## config.mk

```make
export PLATFORM = sky130hd
export DESIGN_NAME = lpdbg_status_reg
export DESIGN_NICKNAME = d
export VERILOG_FILES = /design/src/rtl/lpdbg_pkg.sv /design/src/rtl/lpdbg_mode_decode.sv /design/src/rtl/lpdbg_exit_flags.sv /design/src/rtl/lpdbg_core_state.sv /design/src/rtl/lpdbg_status_reg.sv
export SDC_FILE = /design/constraint.sdc
export NUM_CORES = 1
export LEC_CHECK = 0
export BUFFER_PORTS_ARGS = -buffer_cell sky130_fd_sc_hd__buf_2
export CORE_AREA = 8 8 45 47
export DETAILED_ROUTE_END_ITERATION = 16
export DIE_AREA = 0 0 53 55
export PLACE_DENSITY = 0.71
export SLEW_MARGIN = 25
export SYNTH_ARGS = -nofsm -noshare
export SYNTH_HDL_FRONTEND = slang
export SYNTH_SLANG_ARGS = --single-unit
```

## constraint.sdc

```tcl
create_clock -name clk -period 1.9 [get_ports clk]
set_input_delay 0.38 -clock clk [delete_from_list [all_inputs] [get_ports clk]]
set_output_delay 0.38 -clock clk [all_outputs]
set_load 0.02 [all_outputs]
```

## src/rtl/lpdbg_pkg.sv

```systemverilog
package lpdbg_pkg;
  localparam int WORD_W = 32;
  localparam int AUX_W  = 7;

  // field positions decoded by the debugger
  localparam int POS_LPS_EN  = 7;
  localparam int POS_VLP     = 8;
  localparam int POS_LL_EXIT = 9;
  localparam int POS_VLL_EXIT= 10;
  localparam int POS_HALT    = 16;
  localparam int POS_DEEP    = 17;
  localparam int POS_SLEEP   = 18;

  // stop-mode selection codes that arm a low-power stop
  localparam int CODE_VLPS = 2;
  localparam int CODE_LLS  = 3;
  localparam int CODE_VLLS = 4;

  typedef enum logic [1:0] {
    CORE_RUN  = 2'd0,
    CORE_WAIT = 2'd1,
    CORE_STOP = 2'd2,
    CORE_HALT = 2'd3
  } core_state_e;
endpackage

```

## src/rtl/lpdbg_mode_decode.sv

```systemverilog
module lpdbg_mode_decode #(
  parameter int MODE_W = 3
) (
  input  logic [MODE_W-1:0] mode_sel,
  output logic              stop_armed
);
  import lpdbg_pkg::*;

  always_comb begin
    stop_armed = 1'b0;
    if (mode_sel == MODE_W'(CODE_VLPS) ||
        mode_sel == MODE_W'(CODE_LLS)  ||
        mode_sel == MODE_W'(CODE_VLLS))
      stop_armed = 1'b1;
  end
endmodule

```

## src/rtl/lpdbg_exit_flags.sv

```systemverilog
module lpdbg_exit_flags #(
  parameter int N_FLAGS = 2
) (
  input  logic               clk,
  input  logic               rst_n,
  input  logic [N_FLAGS-1:0] set_pulse,
  input  logic               ack,
  output logic [N_FLAGS-1:0] flags
);
  for (genvar i = 0; i < N_FLAGS; i++) begin : g_flag
    always_ff @(posedge clk or negedge rst_n) begin
      if (!rst_n)
        flags[i] <= 1'b0;
      else if (set_pulse[i])
        flags[i] <= 1'b1;   // set has priority over acknowledge
      else if (ack)
        flags[i] <= 1'b0;
    end
  end
endmodule

```

## src/rtl/lpdbg_core_state.sv

```systemverilog
module lpdbg_core_state (
  input  logic       halted,
  input  logic       deepsleep,
  input  logic       sleeping,
  output logic [1:0] state
);
  import lpdbg_pkg::*;

  core_state_e st;

  always_comb begin
    if (halted)
      st = CORE_HALT;
    else if (sleeping && deepsleep)
      st = CORE_STOP;
    else if (sleeping)
      st = CORE_WAIT;
    else
      st = CORE_RUN;
  end

  assign state = st;
endmodule

```

## src/rtl/lpdbg_status_reg.sv

```systemverilog
module lpdbg_status_reg #(
  parameter int MODE_W = 3
) (
  input  logic                          clk,
  input  logic                          rst_n,
  input  logic [MODE_W-1:0]             pwr_mode_sel,
  input  logic                          vlp_active,
  input  logic                          ll_recover_set,
  input  logic                          vll_recover_set,
  input  logic                          exit_ack,
  input  logic                          core_halted,
  input  logic                          core_deepsleep,
  input  logic                          core_sleeping,
  input  logic [lpdbg_pkg::AUX_W-1:0]   aux_status,
  output logic [lpdbg_pkg::WORD_W-1:0]  status_word,
  output logic [1:0]                    core_state
);
  import lpdbg_pkg::*;

  localparam int N_EXIT = 2;

  logic              stop_armed;
  logic [N_EXIT-1:0] exit_flags;

  lpdbg_mode_decode #(.MODE_W(MODE_W)) u_dec (
    .mode_sel   (pwr_mode_sel),
    .stop_armed (stop_armed)
  );

  lpdbg_exit_flags #(.N_FLAGS(N_EXIT)) u_flags (
    .clk       (clk),
    .rst_n     (rst_n),
    .set_pulse ({vll_recover_set, ll_recover_set}),
    .ack       (exit_ack),
    .flags     (exit_flags)
  );

  lpdbg_core_state u_cst (
    .halted    (core_halted),
    .deepsleep (core_deepsleep),
    .sleeping  (core_sleeping),
    .state     (core_state)
  );

  always_comb begin
    status_word               = '0;   // reserved fields stay zero
    status_word[AUX_W-1:0]    = aux_status;
    status_word[POS_LPS_EN]   = stop_armed;
    status_word[POS_VLP]      = vlp_active;
    status_word[POS_LL_EXIT]  = exit_flags[0];
    status_word[POS_VLL_EXIT] = exit_flags[1];
    status_word[POS_HALT]     = core_halted;
    status_word[POS_DEEP]     = core_deepsleep;
    status_word[POS_SLEEP]    = core_sleeping;
  end
endmodule

```

==> After elaboration in Yosys (flattened, before gate mapping) <==
Index checks and enable logic that the tools add are counted.
{ "word_totals": {"register_bits": 2, "inputBits": 19, "out_inout_bits": 34, "word_cells": 17} }
{ "op_classes": {"eq_ne": 3, "n_mux": 7, "n_reduce_logical": 5} }
{ "ops": {"columns": ["cell", "count"], "rows": [
  ["3-bit by 2-bit equality test with 1-bit output (second input constant)", 2],
  ["1-bit 2-to-1 mux", 5],
  ["2-bit 2-to-1 mux", 2],
  ["2-bit nonzero test", 2],
  ["3-bit equality test (second input constant)", 1],
  ["1-bit logical OR", 2],
  ["1-bit logical AND", 1]
]} }

==> Logic depth before layout (Yosys ltp) <==
{ "logic_depth": {"depth_word": 4, "ltp_mapped": 3} }

==> Cells and area by module <==
A second synthesis with hierarchy kept.
{ "unflattened": {"hier_cells": 41, "area_unflattened_um2": 334.1} }
{ "by_module_without_submodules": {"columns": ["mod", "n_inst", "cells_per_inst", "area_each_um2", "seq_area_each_um2"], "rows": [
  ["lpdbg_status_reg", 1, 31, 229.0, 0.0],
  ["lpdbg_exit_flags", 1, 5, 68.8, 50.0],
  ["lpdbg_core_state", 1, 3, 20.0, 0.0],
  ["lpdbg_mode_decode", 1, 2, 16.3, 0.0]
]} }

==> Worst setup path before layout <==
OpenSTA, ideal clock, no wires.
{ "synth_timing": {"path_type": "in2out", "start": "input port pwr_mode_sel[0]", "end": "output port status_word[7] (netlist name)", "arrival_ns": 0.757, "required_ns": 1.520, "path_slack_ns": 0.763, "stages": 3, "path_cell_list": "nand2b_1 > mux2i_1 > buf_4"} }
{ "synth_between": {"elab_chain_len": 4, "word_cells_on_any_way": 6, "cone_classes": "eq/ne (3); mux (1); reduce/logical (2)"} }
{ "synth_rtl": {"columns": ["element", "line_no", "source"], "rows": [
  ["start, declared", "lpdbg_status_reg.sv:6", "input logic [MODE_W-1:0] pwr_mode_sel,"],
  ["3-bit by 2-bit equality test with 1-bit output, on equally long branches", "lpdbg_mode_decode.sv:11, lpdbg_mode_decode.sv:12", null],
  ["1-bit logical OR", "lpdbg_mode_decode.sv:11", "if (mode_sel == MODE_W'(CODE_VLPS) ||"],
  ["1-bit logical OR *", "lpdbg_mode_decode.sv:12", "mode_sel == MODE_W'(CODE_LLS) ||"],
  ["1-bit 2-to-1 mux *", "lpdbg_mode_decode.sv:11", null],
  ["end, declared", "lpdbg_status_reg.sv:15", "output logic [lpdbg_pkg::WORD_W-1:0] status_word,"]
]} }
Mark *: on every way between the ends. The rest lies on a longest branch, timed or not.

==> Final worst setup path <==
Ends and elaborated chain as after synthesis.

==> reports/metrics.yaml <==
setup_path:
  r2r-start: "u_flags.flags[0]$_DFFE_PN0P_"
  cp-end-kind: "output pin"
  critPathMostFrequentCell: "buf_2"
  cp.required_ps: 1520
  start_kind: "input port"
  arrival_ps: 890
  cp-startpoint: "pwr_mode_sel[0]"
  reg2reg_setup_slack_ps: 1260
  cpMaxStageDelayCell: "buf_2"
  critical_path.max_stage_delay_ps: 180
  cp_max_fo: 1
  path_cells: "buf_2, nand2b_1, mux2i_1, buf_2"
  critPathKind: "input port to output pin"
  path_buf_inv: 2
  cp_top_family: "buffers and inverters"
hold_path:
  hp-start: "vll_recover_set"
  hp-class: "input port to register"
timing:
  fin_crit_ps: 1270
  tns_ps: 0
  rsz0062_at_grt: "false"
  slew_viol_final: 0
  period_share: 0.666
  hold_viol: 0
  fin_skew_ps: 0
  setup_viol: 0
  whs_ps: 335
  fmax_mhz: 790
power_and_ir_drop:
  swShare: 0.379
  peakVddDrop_mv: 0.357
  p_seq_frac: 0.215
  switching_power_w: 0.0000831
  p_clk_frac: 0.427
  comb_power_share: 0.358
  p_leak_nw: 0.209
  p_per_area_nw_per_um2: 699
  p_int_w: 0.000136
flow_run:
  drv_cap: 0
die:
  ios: 53
  core_region_area_um2: 1380
  start_util: 0.241
  die_area_um2: 2920
  row_count: 14
  die-height_um: 55
  die_w_um: 53
grt:
  grt_pass1_vias: 214
  grt_usage: 0.0437
  antenna_found_initial: 0
  gr-total-overflow: 0
  grt_max_degree: 4
  grt_pass1_wl_um: 848
finish:
  post-route-util: 0.227
  syn2layout_area_growth_pct: -5.64
  largest_reg_flops: 2
  antenna_cells: 0
  drive_gt1_frac: 0.420
  reg_top3: "u_flags.flags (2)"
  fin_nets: 71
  regMostFlops: "u_flags.flags"
cts:
  clkTransAtPathRegs_ps: 30
  tritoncts: "built"
  postCtsSetupBuffers: 0
  clockRootBuffer: "clkbuf_4"
  insertion_delay_ps: 220
  numClockSinks: 2
  cts.htree.levels: 1
  clk_path_buf_depth: 2
  cts_buffers: 3
detailed_routing:
  vias: 225
  wirelength_um: 688
  firstDrtPassIters: 2
  drtIter0Drc: 1
  via_per_inst: 3.41
  wl_per_cell_um: 10.4
  ant_nets: 0
  drcViolationCount: 0
yosys:
  avgSynthCellArea_um2: 8.12
  yosys.area.top_type_share: 0.677
  synth-compound-area-share: 0.0902
  synth-simple-area-share: 0.0188
  netlist_area_um2: 333
  synth_common_cells: "30 x buf_4, 4 x a21o_1, 2 x dfrtp_1, 2 x inv_1"
  synth_cell_types: 7
  synth.area.top_cells: "buf_4 68%, dfrtp_1 15%, a21o_1 9.0%"
  synth_edf_count: 0
  synth_top_family_by_area: "buffers and inverters"
  synth_seq_cells: 2
  synth-adder-area-share: 0
  yosysWarnings: 0
  synth_top_flop_cell: "dfrtp_1"
  synthMuxAreaShare: 0.0301
  yosys.cell_count.top_type: "buf_4"
  seq_area_frac_synth: 0.150
  synthArstFlopShare: 1.00
  synthCells: 41
  yosys.area.top_type: "buf_4"
  synthXorXnorAreaFrac: 0
place:
  place_congestion: 0.633
  port_buffers: 18
  place.detailed.hpwl_um: 636
run_status:
  status: "complete, no violations"
==> per-layer routing <==
metal	vias to the layer above	wire length, um	GRT usage	share of wire
li1	96	-	-	-
met1	96	149	0.0243	0.22
met2	29	324	0.0703	0.47
met3	4	182	0.0267	0.26
met4	0	32	0.0776	0.047
met5	-	0	0	0
==> power by group through the flow <==
stage | clock network (W) | registers [W] | logic (W)
final | 0.0000938 | 0.0000471 | 0.0000785
after global routing | 0.0000993 | 0.0000474 | 0.0000851
after CTS | 0.0000990 | 0.0000472 | 0.0000780
after detailed placement | 0 | 0.0000477 | 0.0000765
after global placement | 0 | 0.0000476 | 0.0000757
after floorplan | 0 | 0.0000514 | 0.000109
==> layout by cell type, fill, tap and decap left out <==
cell type       n
conb_1         18
buf_2          18
a21o_1          4
clkbuf_4        3
inv_1           2
dfrtp_1         2
nand2b_1        1
mux2i_1         1
dlygate4sd3_1   1
==> cells by family after synthesis <==
kind of cell           Yosys count
AO/OA/AOI/OAI                    4
buffers and inverters           32
flip-flops                       2
multiplexers                     1
other                            1
AND/OR/NAND/NOR                  1
==> layout make-up <==
| class | instances | area [um2] |
|---|---|---|
| fillers | 159 | 1070 |
| multi-input cells | 24 | 114 |
| repair buffers | 19 | 100 |
| flip-flops and latches | 2 | 50.0 |
| clock buffers | 3 | 22.5 |
| well taps | 16 | 20.0 |
| inverters | 2 | 7.51 |
==> stage by stage <==
stage / cells / cell area [um2] / power, W / setup WS, ps
finish: 66 / 314 / 0.000219 / 634
CTS: 66 / 314 / 0.000224 / 619
global placement: 62 / 282 / 0.000123 / 620
global route: 66 / 314 / 0.000232 / 583
floorplan: 58 / 397 / 0.000160 / 763
detailed placement: 62 / 282 / 0.000124 / 619
==> worst paths after layout <==
kind                       cells past startpoint                            to
min reg2reg                                    1  u_flags.flags[1]$_DFFE_PN0P_
min                                            2  u_flags.flags[1]$_DFFE_PN0P_
min in group asynchronous                      2  u_flags.flags[1]$_DFFE_PN0P_
max reg2reg                                    1  u_flags.flags[0]$_DFFE_PN0P_
max                                            4                status_word[7]
max in group asynchronous                      2  u_flags.flags[0]$_DFFE_PN0P_
==> timing repair <==
item	CTS	global route
hold buffers	1	0
hold endpoints to repair	2	0
gates resized for setup	0	0
setup endpoints to repair	0	0
Power figures use the tool's default switching activity.
